<file path="config.mk">
export PLATFORM = sky130hd
export DESIGN_NAME = fpsr_unit
export DESIGN_NICKNAME = d
export VERILOG_FILES = /design/src/rtl/fpsr_pkg.sv /design/src/rtl/fpsr_exc_path.sv /design/src/rtl/fpsr_cmp_path.sv /design/src/rtl/fpsr_unit.sv
export SDC_FILE = /design/constraint.sdc
export NUM_CORES = 1
export LEC_CHECK = 0
export BUFFER_PORTS_ARGS = -buffer_cell sky130_fd_sc_hd__buf_2
export CAP_MARGIN = 20
export CORE_MARGIN = 4
export CORE_UTILIZATION = 48
export DETAILED_ROUTE_END_ITERATION = 12
export PLACE_DENSITY = 0.84
export SLEW_MARGIN = 10
export SYNTH_ARGS = -nofsm -noshare
export SYNTH_HDL_FRONTEND = slang
export SYNTH_SLANG_ARGS = --single-unit
</file>
<file path="constraint.sdc">
create_clock -name clk -period 2 [get_ports clk]
set_input_delay 0.4 -clock clk [delete_from_list [all_inputs] [get_ports clk]]
set_output_delay 0.4 -clock clk [all_outputs]
set_load 0.01 [all_outputs]
</file>
<file path="src/rtl/fpsr_pkg.sv">
package fpsr_pkg;
   localparam int FLAG_W   = 5;
   localparam int CEXC_LO  = 0;
   localparam int AEXC_LO  = CEXC_LO + FLAG_W;
   localparam int CC0_LO   = 10;
   localparam int FTT_LO   = 14;
   localparam int FTT_W    = 3;
   localparam int TEM_LO   = CEXC_LO + 23;
   localparam int RND_LO   = 30;
   localparam int NV_BIT   = 4;
   localparam logic [FTT_W-1:0] FTT_IEEE = 3'd1;

   typedef enum logic [1:0] {
      RND_NEAREST = 2'd0,
      RND_ZERO    = 2'd1,
      RND_UP      = 2'd2,
      RND_DOWN    = 2'd3
   } round_e;

   typedef enum logic [1:0] {
      REL_EQ = 2'd0,
      REL_LT = 2'd1,
      REL_GT = 2'd2,
      REL_UN = 2'd3
   } rel_e;

   // low bit of condition field k
   function automatic int cc_pos(input int k);
      return (k == 0) ? CC0_LO : CC0_LO + 20 + 2 * k;
   endfunction
endpackage

</file>
<file path="src/rtl/fpsr_exc_path.sv">
module fpsr_exc_path import fpsr_pkg::*; #(
   parameter int REG_W = 38
) (
   input  logic [REG_W-1:0]  cur,
   input  logic [FLAG_W-1:0] flags,
   output logic [REG_W-1:0]  nxt,
   output logic              trap
);
   logic [FLAG_W-1:0] armed;

   assign armed = flags & cur[TEM_LO +: FLAG_W];

   always_comb begin
      nxt = cur;
      nxt[CEXC_LO +: FLAG_W] = flags;
      trap = |armed;
      if (trap) begin
         nxt[FTT_LO +: FTT_W] = FTT_IEEE;
      end else begin
         nxt[AEXC_LO +: FLAG_W] = cur[AEXC_LO +: FLAG_W] | flags;
      end
   end
endmodule

</file>
<file path="src/rtl/fpsr_cmp_path.sv">
module fpsr_cmp_path import fpsr_pkg::*; #(
   parameter int REG_W     = 38,
   parameter int CC_FIELDS = 4,
   parameter int SEL_W     = 2
) (
   input  logic [REG_W-1:0] cur,
   input  logic [1:0]       rel,
   input  logic             signalling,
   input  logic [SEL_W-1:0] sel,
   output logic [REG_W-1:0] nxt,
   output logic             trap
);
   logic [CC_FIELDS-1:0] hit;
   logic                 unordered;

   for (genvar k = 0; k < CC_FIELDS; k++) begin : g_hit
      assign hit[k] = (sel == SEL_W'(k));
   end

   assign unordered = (rel_e'(rel) == REL_UN);

   always_comb begin
      nxt  = cur;
      trap = 1'b0;
      for (int k = 0; k < CC_FIELDS; k++) begin
         if (hit[k]) nxt[cc_pos(k) +: 2] = rel;
      end
      if (unordered) begin
         if (cur[TEM_LO + NV_BIT] || signalling) begin
            nxt[CEXC_LO + NV_BIT]    = 1'b1;
            nxt[FTT_LO +: FTT_W]     = FTT_IEEE;
            trap                     = 1'b1;
         end else begin
            nxt[AEXC_LO + NV_BIT]    = 1'b1;
         end
      end
   end
endmodule

</file>
<file path="src/rtl/fpsr_unit.sv">
module fpsr_unit import fpsr_pkg::*; #(
   parameter int REG_W     = 38,
   parameter int CC_FIELDS = 4,
   parameter int SEL_W     = (CC_FIELDS > 1) ? $clog2(CC_FIELDS) : 1
) (
   input  logic              clk,
   input  logic              rst_n,
   input  logic              sw_we,
   input  logic [REG_W-1:0]  sw_wdata,
   input  logic              op_valid,
   input  logic [FLAG_W-1:0] op_flags,
   input  logic              cmp_valid,
   input  logic [1:0]        cmp_rel,
   input  logic              cmp_signal,
   input  logic [SEL_W-1:0]  cmp_sel,
   output logic [REG_W-1:0]  fsr_o,
   output logic              trap_o,
   output logic [1:0]        round_o
);
   localparam int TOP_USED = cc_pos(CC_FIELDS - 1) + 2;

   if (CC_FIELDS < 1 || CC_FIELDS > 4) begin : g_bad_fields
      $error("fpsr_unit: CC_FIELDS must be 1 to 4");
   end
   if (REG_W < TOP_USED || REG_W < RND_LO + 2) begin : g_bad_width
      $error("fpsr_unit: REG_W too small for the field layout");
   end

   logic [REG_W-1:0] fsr_q;
   logic             trap_q;
   logic [REG_W-1:0] exc_nxt, cmp_nxt;
   logic             exc_trap, cmp_trap;

   fpsr_exc_path #(.REG_W(REG_W)) u_exc (
      .cur   (fsr_q),
      .flags (op_flags),
      .nxt   (exc_nxt),
      .trap  (exc_trap)
   );

   fpsr_cmp_path #(.REG_W(REG_W), .CC_FIELDS(CC_FIELDS), .SEL_W(SEL_W)) u_cmp (
      .cur        (fsr_q),
      .rel        (cmp_rel),
      .signalling (cmp_signal),
      .sel        (cmp_sel),
      .nxt        (cmp_nxt),
      .trap       (cmp_trap)
   );

   always_ff @(posedge clk or negedge rst_n) begin
      if (!rst_n) begin
         fsr_q  <= '0;
         trap_q <= 1'b0;
      end else if (sw_we) begin
         fsr_q  <= sw_wdata;
         trap_q <= 1'b0;
      end else if (op_valid) begin
         fsr_q  <= exc_nxt;
         trap_q <= exc_trap;
      end else if (cmp_valid) begin
         fsr_q  <= cmp_nxt;
         trap_q <= cmp_trap;
      end else begin
         trap_q <= 1'b0;
      end
   end

   round_e rmode;
   assign rmode   = round_e'(fsr_q[RND_LO +: 2]);
   assign round_o = rmode;
   assign fsr_o   = fsr_q;
   assign trap_o  = trap_q;
endmodule

</file>
==> impl_metrics.toml <==
[cells_and_area]
fillers = 296
final_common_cell = "buf_2"
final_nets = 296
syn_to_final_growth_pct = 32.2
drive_gt1_share_pct = 52.5
finalNonFillerCells = 290
regArea_sq_um = 976
n_antenna_cell = 0
multi_input_area_sq_um = 758
final_cell_mix = "93 x buf_2, 39 x dfrtp_1, 20 x nand2_1"

[timing]
worst_slack_ns = 0.642
finalClockSkew_ns = 0.00447
worst_hold_slack_ns = 0.139
setup_violations = 0
finalHoldViolCount = 0
slew_headroom_pct = 59.1
maxSlewViolCount = 0
max_freq_ghz = 0.737
tns_ns = 0
grt_setup_unrepaired = "no"
layout_min_cycle_time_ns = 1.36
worstMarginPinSlew_ns = 0.614
fin_crit_sh_pct = 67.9

[critical_path]
startpoint_type = "register"
required_ns = 2.21
path_class = "register to register"
critPathSlowestCell = "dfrtp_1"
cp_max_fo = 6
max_stage_delay_ns = 0.44
endpoint_kind = "register"
arrival_ns = 1.57
crit_chain = "a22oi_1 -> a41oi_1 -> o21ai_1"

[global_route]
grt_max_degree = 40
grt_pass1_wl_um = 7280
grt_usage_pct = 19.0
gr-total-overflow = 0
grt_pass1_vias = 1532
antenna_found_initial = 0

[status]
status = "completed"

[place]
port_buffers = 93
place.gp.congestion = 0.827
dpl.hpwl_um = 3380
place_inst = 282
place_ws_ns = 0.483

[routing]
remaining_drc_errors = 0
wl_per_cell_um = 15.1
drt-total-wl_um = 4390
ant_nets = 0
dr.pass1.iters = 4
detail_route.iter0.violations = 72
num_vias = 1507
viasPerCell = 5.20

[die]
rows = 21
coreArea_sq_um = 3470
dieArea_sq_um = 4770
start_util_pct = 51.7
die_h_um = 69.1
die_w_um = 69.1
io_pins = 94

[clock_network]
cts_tree = "done"
holdBufCountCts = 0
clk_pin_slew_worst_paths_ns = 0.07
post_cts_resized = 0
clock-sinks = 39
postCtsSetupBuffers = 0
clockRootBuffer = "clkbuf_8"
insertion_delay_ns = 0.29
ctsLongestPathBuffers = 2
cts_buffers = 5
htree_levels = 2

[logic_synthesis]
syn-num-nets = 202
ys_warn_count = 0
netlist_instances = 149
ys_seq_elements = 39
synth_seq_area_share_pct = 54.5
syn_area_per_cell_sq_um = 12.0
synth_cell_types = 32
syn_area_sq_um = 1790

[pwr]
p_total_mw = 1.78
irDropWorstVdd_uv = 600
p_leak_nw = 1.17
p_per_area_nw_per_um2 = 753

[min_path]
hold_path_class = "input port to asynchronous set/reset pin"

[run]
maxCapViolations = 0
## final timing paths
kind | end | depth (start not counted) | from | slack [ns]
setup reg to reg | fsr_o[8] | 3 | fsr_o[27] | 0.64
min in group clk | fsr_o[2] | 3 | sw_wdata[2] | 0.32
hold / removal | fsr_o[37] | 2 | rst_n | 0.14
hold reg to reg | fsr_o[13] | 1 | fsr_o[13] | 0.51
setup / recovery | fsr_o[8] | 3 | fsr_o[27] | 0.64
max in group asynchronous | fsr_o[12] | 2 | rst_n | 1.52
## report_power, final
group	total [mW]	switching, mW	internal [mW]	leakage, nW
sequential	0.912	0.0474	0.865	0.465
clock	0.506	0.263	0.243	0.0412
combinational	0.364	0.191	0.173	0.666
total	1.78	0.501	1.28	1.17
## sequential cells by signal, summed over array words and instances (netlist names)
signal and flops:
fsr_o 38, trap_o 1
## cells by family (layout without fill, tap and decap cells)
family | count (synthesis) | count (layout) | synth area share (%)
flops | 39 | 39 | 54.5
simple gates | 35 | 35 | 11.1
mux | 29 | 29 | 17.4
buf+inv | 10 | 105 | 3.21
compound gates | 36 | 36 | 13.8
## cells in the mapped netlist
| master | n | area, sq um |
|---|---|---|
| a21boi_4 | 1 | 18.8 |
| inv_1 | 1 | 3.75 |
| and2b_1 | 1 | 7.51 |
| o22ai_2 | 1 | 12.5 |
| or2_2 | 1 | 6.26 |
| buf_4 | 2 | 15.0 |
| o311ai_0 | 1 | 8.76 |
| nand4b_1 | 1 | 8.76 |
| nand2b_1 | 1 | 6.26 |
| a22oi_1 | 2 | 15.0 |
| buf_6 | 1 | 11.3 |
| and3_1 | 1 | 6.26 |
| mux2_2 | 17 | 191 |
| o2111a_1 | 1 | 11.3 |
| a21oi_1 | 2 | 10.0 |
| o21ai_0 | 11 | 55.1 |
| nor4b_4 | 1 | 23.8 |
| or3_1 | 1 | 6.26 |
| mux2i_1 | 12 | 120 |
| o21ai_1 | 8 | 40.0 |
| o22ai_1 | 1 | 6.26 |
| nand2_1 | 20 | 75.1 |
| nor2b_2 | 1 | 8.76 |
| clkbuf_1 | 2 | 7.51 |
| buf_2 | 4 | 20.0 |
| and4bb_2 | 2 | 25.0 |
| dfrtp_1 | 39 | 976 |
| a41oi_1 | 5 | 43.8 |
| a32oi_1 | 2 | 17.5 |
| nor2_1 | 4 | 15.0 |
| nand3_2 | 1 | 10.0 |
| o2111ai_1 | 1 | 8.76 |
## through the flow
step           util (%)  instance area, sq um
2_1_floorplan         -                  1790
3_3_place_gp       65.8                  2280
3_5_place_dp       65.8                  2280
4_1_cts            68.3                  2370
5_1_grt            68.3                  2370
6_report           68.3                  2370
## metal layers
layer	global-route usage [%]	share of wire (%)	up-vias	routed length [um]
met3	6.54	8.7	9	381
met5	0	0	-	0
met4	6.72	1.8	0	78
met2	31.8	49	64	2160
met1	22.6	40	708	1770
li1	-	-	726	-
## worst max-delay path, delay by kind of cell, from the launching register on
family | cells | cell delay [ns]
AOI/OAI and AO/OA | 3 | 0.84
DFF | 1 | 0.44
## layout make-up
cell class | instances | share of cell area [%]
Clock buffer | 6 | 3.06
Inverter | 1 | 0.158
Sequential cell | 39 | 41.2
Timing Repair Buffer | 96 | 20.6
Tap cell | 46 | 2.43
Multi-Input combinational cell | 100 | 32.0
Clock inverter | 2 | 0.528
Power figures use the tool's default switching activity.
